`src/rtl/crc15_pkg.sv`:
```
package crc15_pkg;

  // Check register width and the arithmetic constants of the frame check
  localparam int unsigned CRC_W = 15;
  localparam logic [CRC_W-1:0] CRC_POLY   = 15'h0F9D;
  localparam logic [CRC_W-1:0] CRC_PRESET = 15'h7FFF;
  localparam logic [CRC_W-1:0] CRC_XOROUT = 15'h7FFF;

  // Frame tracking state of the accumulator
  typedef enum logic {
    FR_CLOSED = 1'b0,
    FR_OPEN   = 1'b1
  } frame_e;

endpackage

```
`src/rtl/crc15_rst_sync.sv`:
```
module crc15_rst_sync #(
  parameter int unsigned STAGES = 2
) (
  input  logic clk_i,
  input  logic rst_ni,
  output logic rst_no
);

  localparam int unsigned LAST = STAGES - 1;

  logic [STAGES-1:0] sync_q;
  logic [STAGES-1:0] sync_d;

  // Shift a one in from the bottom; assertion is immediate, release waits
  always_comb begin
    sync_d = {sync_q[STAGES-2:0], 1'b1};
  end

  always_ff @(posedge clk_i or negedge rst_ni) begin
    if (!rst_ni) begin
      sync_q <= '0;
    end else begin
      sync_q <= sync_d;
    end
  end

  assign rst_no = sync_q[LAST];

endmodule

```
`src/rtl/crc15_lfsr_step.sv`:
```
module crc15_lfsr_step #(
  parameter int unsigned   W    = 15,
  parameter logic [W-1:0]  POLY = '0
) (
  input  logic [W-1:0] crc_i,
  input  logic         bit_i,
  output logic [W-1:0] crc_o
);

  localparam int unsigned TOP = W - 1;

  logic fb;

  // Feedback is the incoming bit against the outgoing top bit
  assign fb = bit_i ^ crc_i[TOP];

  // One tap per register bit; the polynomial picks where feedback lands
  for (genvar i = 0; i < W; i++) begin : gen_tap
    if (i == 0) begin : gen_lsb
      assign crc_o[i] = fb & POLY[i];
    end else begin : gen_upper
      assign crc_o[i] = crc_i[i-1] ^ (fb & POLY[i]);
    end
  end

endmodule

```
`src/rtl/crc15_accum.sv`:
```
module crc15_accum
  import crc15_pkg::*;
#(
  parameter int unsigned  W      = 15,
  parameter logic [W-1:0] POLY   = '0,
  parameter logic [W-1:0] PRESET = '1,
  parameter logic [W-1:0] XOROUT = '1
) (
  input  logic         clk_i,
  input  logic         rst_ni,
  input  logic         sof_i,
  input  logic         bit_vld_i,
  input  logic         bit_i,
  input  logic         fin_i,
  output logic [W:0]   word_o,
  output logic         done_o,
  output logic         load_o,
  output logic [W:0]   load_word_o
);

  localparam int unsigned WORD_W = W + 1;

  frame_e             st_q, st_d;
  logic [W-1:0]       crc_q, crc_d;
  logic [WORD_W-1:0]  word_q, word_d;
  logic               done_q, done_d;
  logic               en;
  logic               take;
  logic [W-1:0]       step_base;
  logic [W-1:0]       stepped;
  logic [W-1:0]       tail;

  // A start presets before the bit of the same cycle is applied
  assign step_base = sof_i ? PRESET : crc_q;

  crc15_lfsr_step #(
    .W    (W),
    .POLY (POLY)
  ) u_step (
    .crc_i (step_base),
    .bit_i (bit_i),
    .crc_o (stepped)
  );

  // Register content including a bit that arrives with the finish pulse
  assign tail = bit_vld_i ? stepped : crc_q;

  always_comb begin
    st_d   = st_q;
    crc_d  = crc_q;
    word_d = word_q;
    done_d = 1'b0;
    take   = 1'b0;
    if (sof_i) begin
      st_d   = FR_OPEN;
      word_d = '0;
      crc_d  = bit_vld_i ? stepped : PRESET;
    end else if (st_q == FR_OPEN) begin
      if (bit_vld_i) begin
        crc_d = stepped;
      end
      if (fin_i) begin
        st_d   = FR_CLOSED;
        word_d = {tail ^ XOROUT, 1'b0};
        done_d = 1'b1;
        take   = 1'b1;
      end
    end
  end

  // Clock enable: only a start or activity in an open frame moves state
  assign en = sof_i | ((st_q == FR_OPEN) & (bit_vld_i | fin_i));

  always_ff @(posedge clk_i or negedge rst_ni) begin
    if (!rst_ni) begin
      st_q   <= FR_CLOSED;
      crc_q  <= PRESET;
      word_q <= '0;
    end else if (en) begin
      st_q   <= st_d;
      crc_q  <= crc_d;
      word_q <= word_d;
    end
  end

  always_ff @(posedge clk_i or negedge rst_ni) begin
    if (!rst_ni) begin
      done_q <= 1'b0;
    end else begin
      done_q <= done_d;
    end
  end

  assign word_o      = word_q;
  assign done_o      = done_q;
  assign load_o      = take;
  assign load_word_o = word_d;

endmodule

```
`src/rtl/crc15_serializer.sv`:
```
module crc15_serializer #(
  parameter int unsigned WORD_W = 16
) (
  input  logic              clk_i,
  input  logic              rst_ni,
  input  logic              load_i,
  input  logic [WORD_W-1:0] word_i,
  input  logic              abort_i,
  output logic              vld_o,
  output logic              bit_o
);

  localparam int unsigned CNT_W = $clog2(WORD_W);
  localparam logic [CNT_W-1:0] CNT_LAST = CNT_W'(WORD_W - 1);

  logic [WORD_W-1:0] sh_q, sh_d;
  logic [CNT_W-1:0]  cnt_q, cnt_d;
  logic              vld_q, vld_d;
  logic              en;

  always_comb begin
    sh_d  = sh_q;
    cnt_d = cnt_q;
    vld_d = vld_q;
    if (abort_i) begin
      sh_d  = '0;
      cnt_d = '0;
      vld_d = 1'b0;
    end else if (load_i) begin
      sh_d  = word_i;
      cnt_d = CNT_LAST;
      vld_d = 1'b1;
    end else if (vld_q) begin
      sh_d = {sh_q[WORD_W-2:0], 1'b0};
      if (cnt_q == '0) begin
        vld_d = 1'b0;
      end else begin
        cnt_d = cnt_q - 1'b1;
      end
    end
  end

  assign en = abort_i | load_i | vld_q;

  always_ff @(posedge clk_i or negedge rst_ni) begin
    if (!rst_ni) begin
      sh_q  <= '0;
      cnt_q <= '0;
      vld_q <= 1'b0;
    end else if (en) begin
      sh_q  <= sh_d;
      cnt_q <= cnt_d;
      vld_q <= vld_d;
    end
  end

  assign vld_o = vld_q;
  assign bit_o = sh_q[WORD_W-1] & vld_q;

endmodule

```
`src/rtl/crc15_fcs_gen.sv`:
```
module crc15_fcs_gen
  import crc15_pkg::*;
#(
  parameter int unsigned      W           = CRC_W,
  parameter logic [W-1:0]     POLY        = CRC_POLY,
  parameter logic [W-1:0]     PRESET      = CRC_PRESET,
  parameter logic [W-1:0]     XOROUT      = CRC_XOROUT,
  parameter int unsigned      SYNC_STAGES = 2
) (
  input  logic        clk_i,
  input  logic        rst_ni,
  input  logic        sof_i,
  input  logic        bit_vld_i,
  input  logic        bit_i,
  input  logic        fin_i,
  output logic [15:0] chk_word_o,
  output logic        done_o,
  output logic        ser_vld_o,
  output logic        ser_bit_o
);

  localparam int unsigned WORD_W = W + 1;

  logic              rst_n_int;
  logic              load;
  logic [WORD_W-1:0] load_word;
  logic [WORD_W-1:0] word;

  crc15_rst_sync #(
    .STAGES (SYNC_STAGES)
  ) u_rst_sync (
    .clk_i  (clk_i),
    .rst_ni (rst_ni),
    .rst_no (rst_n_int)
  );

  crc15_accum #(
    .W      (W),
    .POLY   (POLY),
    .PRESET (PRESET),
    .XOROUT (XOROUT)
  ) u_accum (
    .clk_i       (clk_i),
    .rst_ni      (rst_n_int),
    .sof_i       (sof_i),
    .bit_vld_i   (bit_vld_i),
    .bit_i       (bit_i),
    .fin_i       (fin_i),
    .word_o      (word),
    .done_o      (done_o),
    .load_o      (load),
    .load_word_o (load_word)
  );

  crc15_serializer #(
    .WORD_W (WORD_W)
  ) u_ser (
    .clk_i   (clk_i),
    .rst_ni  (rst_n_int),
    .load_i  (load),
    .word_i  (load_word),
    .abort_i (sof_i),
    .vld_o   (ser_vld_o),
    .bit_o   (ser_bit_o)
  );

  assign chk_word_o = word;

endmodule

```
`config.mk`:
```
export PLATFORM = sky130hd
export DESIGN_NAME = crc15_fcs_gen
export DESIGN_NICKNAME = d
export VERILOG_FILES = /design/src/rtl/crc15_pkg.sv /design/src/rtl/crc15_rst_sync.sv /design/src/rtl/crc15_lfsr_step.sv /design/src/rtl/crc15_accum.sv /design/src/rtl/crc15_serializer.sv /design/src/rtl/crc15_fcs_gen.sv
export SDC_FILE = /design/constraint.sdc
export NUM_CORES = 1
export LEC_CHECK = 0
export BUFFER_PORTS_ARGS = -buffer_cell sky130_fd_sc_hd__buf_2
export CAP_MARGIN = 15
export CORE_ASPECT_RATIO = 1.75
export CORE_MARGIN = 5
export CORE_UTILIZATION = 60
export CTS_BUF_LIST = sky130_fd_sc_hd__clkbuf_16
export CTS_CLUSTER_DIAMETER = 150
export DETAILED_ROUTE_END_ITERATION = 6
export HOLD_SLACK_MARGIN = 0.03
export PLACE_DENSITY = 0.79
export SYNTH_ARGS = -nofsm -noshare
export SYNTH_HDL_FRONTEND = slang
export SYNTH_SLANG_ARGS = --single-unit
```
`constraint.sdc`:
```
create_clock -name clk_i -period 3.35 [get_ports clk_i]
set_input_delay 0.67 -clock clk_i [delete_from_list [all_inputs] [get_ports clk_i]]
set_output_delay 0.67 -clock clk_i [all_outputs]
set_load 0.1 [all_outputs]
```
=== Yosys cells after proc, flatten, opt, wreduce, memory -nomap -nowiden ===
Index checks and enable logic that the tools add are counted.

* Flip-flop bits (word level): 56
* Input bits: 6
* Output and inout port bits: 19
* Logic and storage cells: 57

* Add/sub/neg operators: 1
* Eq/ne operators: 1
* Muxes and demuxes: 25
* Bitwise gates (word level): 16
* Reductions and logical operators: 6

{| class="wikitable"
|+ Operator list
! operator !! count
|-
| two-way mux 16 bit || 6
|-
| two-way mux 15 bit || 5
|-
| two-way mux 4 bit || 4
|-
| inverter 15 bit || 1
|-
| two-way mux 1 bit || 10
|-
| XOR 1 bit || 9
|-
| logical NOT 4 bit || 1
|-
| OR 1 bit || 4
|-
| AND reduction 2 bit || 2
|-
| subtractor 4 x 1 -> 4 bit (second input constant) || 1
|-
| inequality test 3 bit (second input constant) || 1
|-
| AND reduction 3 bit || 1
|-
| nonzero test 3 bit || 1
|-
| AND 1 bit || 2
|-
| nonzero test 2 bit || 1
|}

=== Logic depth before layout (Yosys ltp) ===
* Depth after elaboration: 10
* Gate-level depth with buffers: 6
* Gate-level depth less buffers: 5

=== Modules after synthesis ===
A second synthesis with hierarchy kept.

* Cells, all modules: 265
* Area, all modules: 3035.4 um^2

{| class="wikitable"
|+ Modules (own cells, without submodules)
! module !! instances !! cells an instance !! area each (um^2) !! sequential area each (um^2)
|-
| crc15_accum || 1 || 129 || 1622.8 || 844.6
|-
| crc15_serializer || 1 || 115 || 1084.8 || 525.5
|-
| crc15_lfsr_step || 1 || 18 || 274.0 || 0.0
|-
| crc15_rst_sync || 1 || 3 || 53.8 || 50.0
|}

=== Worst setup path after synthesis ===
OpenSTA, ideal clock, no wires.

* Kind: register to output
* Start: register u_ser.vld_q (netlist: u_ser.vld_o)
* End: output port ser_bit_o
* Data arrival time: 2273 ps
* Data required time: 2680 ps
* Path slack: 407 ps
* Stages on the path, launching flop included: 4
* Path buffers: 2
* Cells stage by stage: dfrtp_1 buf_2 clkbuf_1 and2_1

* Cells in the longest elaborated chain, start to end: 1

{| class="wikitable"
|+ RTL lines
! what !! RTL line !! source
|-
| start, declared || crc15_serializer.sv:18 || <nowiki>logic vld_q, vld_d;</nowiki>
|-
| start signal, assigned || crc15_serializer.sv:53 || <nowiki>vld_q <= vld_d;</nowiki>
|-
| AND 1 bit || crc15_serializer.sv:58 || <nowiki>assign bit_o = sh_q[WORD_W-1] & vld_q;</nowiki>
|-
| end, declared || crc15_fcs_gen.sv:19 || <nowiki>output logic ser_bit_o</nowiki>
|}

Every way passes these cells.

=== Final worst setup path ===
Ends and elaborated chain as after synthesis.

==> results.ini <==
[outcome]
status=complete, no violations

[route]
vias=2081
wl_mm=5.698
drt_iter0_markers=92
route.detailed.drc=0
first_pass_iters=4
wl_per_cell_um=16.61
vias_per_cell=6.067
ant_nets=0

[cts]
cts_tree=yes
clock_latency_ps=290
htree_levels=2
numCtsBuffers=5
cts_setup_buffers=0
cts_root_buf=clkbuf_16
cts.path.max_buffers=2
clock-sinks=56
cts_resized=0
cts_hold_buf=0
clkTransAtPathRegs_ps=70

[sta]
slew_violations=0
hold_viol=0
clock.fmax_mhz=395.7
setup_viol=0
rsz0062_at_grt=false
fin_worst_skew_ps=4.855
final.setup.tns_ps=0
fin_crit_sh_pct=75.44
fin_ws_ps=822.7
min_period_ps=2527
worst_slew_margin_rel_pct=41.15
worst_pin_slew_ps=882.7

[pwr]
p_leak_uw=0.001463
finalPower_uw=1689
ir_drop_uv=474.7
p_per_area_mw_per_mm2=536.2

[yosys]
ys_seq_area_share_pct=48.57
ys_types=37
synth_area_per_cell_um2=10.44
synth_top_area_share_pct=35.09
syn-cell-area_mm2=0.002924
synth_warnings=0
syn_inst=280
synth_top_cell_by_area=dfrtp_1
synth-seq-cells=56
syn_nets=287
synth_top_cells_by_area=dfrtp_1, dfstp_2, xnor3_1, nand2_1, mux2i_1

[floorplanning]
die_area_mm2=0.006425
row_count=33
die_x_um=62.77
io_pins=25
die_h_um=102.4
start_util_pct=62.12
core_mm2=0.004707

[final_layout]
antenna_cells=0
nFillCells=395
drive_above_1_share_pct=20.27
nets=297
syn_to_final_growth_pct=7.745

[global_route]
grt_max_degree=52
grt_use_total_pct=19.46
grt_pass1_wl_mm=10.09
antenna_found_initial=0
gr-total-overflow=0
grt_pass1_vias=2099

[setup_path]
critPathMaxStageDelay_ps=920
path_class=reg -> out
path_max_fanout=29
crit_path_end_kind=output pin
cp_slowest_cell=dfrtp_1
worstPathCellList=and2_1 > buf_2
critPathLaunchType=flop
worst-endpoint-required_ps=2680
arrival_ps=1860

[placed_design]
port_buffers=24
dp_hpwl_mm=3.880
pre_cts_ws_ps=1110
gp_congestion=0.8009

[min_path]
hp-class=in -> async

[flow_run]
drv_cap=0

[cells in the mapped netlist, drive strengths merged]
| library cell | instances |
|---|---|
| a31oi | 1 |
| conb | 1 |
| nor4b | 2 |
| dfstp | 15 |
| xor2 | 8 |
| xnor3 | 8 |
| a21o | 2 |
| or3 | 1 |
| or3b | 1 |
| nand2 | 45 |
| clkbuf | 11 |
| and2 | 3 |
| nor2 | 24 |
| nor2b | 6 |
| a21oi | 23 |
| a211oi | 14 |
| nor3b | 1 |
| nand2b | 3 |
| mux2i | 15 |
| nand3 | 1 |
| a311o | 1 |
| dfrtp | 41 |
| or2b | 1 |
| ha | 1 |
| a311oi | 2 |
| mux2 | 10 |
| a2111oi | 10 |
| o211ai | 3 |
| o21ai | 1 |
| and4 | 2 |
| nand3b | 6 |
| nand4b | 1 |
| inv | 4 |
| buf | 12 |
[per-stage QoR]
stage	util (%)	instances	hold slack (ps)	area, µm²
after detailed placement	63.90	335	306.6	3008
after global routing	66.93	343	144.1	3151
after floorplan	-	280	331.2	2924
final	66.93	343	147.5	3151
after CTS	66.93	343	147.5	3151
after global placement	63.90	335	295.4	3008
[kinds of logic (layout without fill, tap and decap cells)]
kind of cell,Yosys count,in the layout,share of synthesized area (%)
mux,25,25,8.986
compound gates,57,57,13.14
other cells,1,1,0.1282
xor+xnor,16,16,8.558
buf+inv,27,38,4.535
simple gates,97,97,15.66
flops,56,56,48.57
fa+ha+maj,1,1,0.4278
[report_power, final]
group	total, µW	switching [µW]	leakage [µW]	internal [µW]
Clock	511	234	0.0000716	276
Sequential	817	69.2	0.000702	748
Combinational	361	231	0.000690	130
Total	1690	535	0.00146	1150
[final timing paths]
kind,cells after the start,to,from,slack (ps)
setup / recovery,2,ser_bit_o,u_ser.vld_o,820
hold / removal,1,u_rst_sync.sync_q[0],rst_ni,150
setup reg to reg,3,u_accum.word_o[4],u_accum.crc_q[14],1490
hold reg to reg,0,u_accum.word_o[7],u_rst_sync.sync_q[1],290
max in group asynchronous,1,u_ser.sh_q[3],u_rst_sync.sync_q[1],2290
min in group clk_i,0,u_rst_sync.sync_q[1],u_rst_sync.sync_q[0],350
[cell type report]
type / instances / area, µm² / share of cell area (%)
multi-input cells: 197 / 1371 / 43.53
flip-flops and latches: 56 / 1421 / 45.12
well taps: 52 / 65.06 / 2.065
clock buffers: 5 / 125.1 / 3.971
clock inverters: 3 / 17.52 / 0.5560
inverters: 4 / 15.01 / 0.4766
repair buffers: 26 / 135.1 / 4.289
[cell usage in the layout (no fill, tap or decap), types with 4 or more instances in the layout]
| cell type | count |
|---|---|
| xor2_1 | 8 |
| mux2_2 | 10 |
| nor2_1 | 24 |
| a2111oi_0 | 10 |
| dfstp_2 | 15 |
| dfrtp_1 | 40 |
| nand2_1 | 45 |
| nor2b_1 | 6 |
| a211oi_1 | 14 |
| a21oi_1 | 23 |
| nand3b_1 | 6 |
| mux2i_1 | 15 |
| buf_2 | 24 |
| clkbuf_16 | 5 |
| xnor3_1 | 8 |
| inv_1 | 4 |
[sequential cells by signal, indices dropped and copies added (netlist names)]
register           count
u_accum.crc_q         15
u_accum.done_o         1
u_accum.st_q           1
u_accum.word_o        16
u_rst_sync.sync_q      2
u_ser.cnt_q            4
u_ser.sh_q            16
u_ser.vld_o            1
[metal layers]
layer / share of wire (%) / vias to the layer above / track usage [%]
li1: - / 1008 / -
met1: 41 / 1026 / 23.87
met2: 54 / 39 / 35.14
met3: 2.9 / 8 / 2.200
met4: 1.8 / 0 / 7.190
met5: 0 / - / 0
[worst max-delay path, delay by kind of cell, from the launching register on]
family                 cells  cell delay (ps)
buffers and inverters      1              420
flip-flops                 1              920
AND/OR/NAND/NOR            1              220
Note: power is estimated with default switching activity, not from simulation.
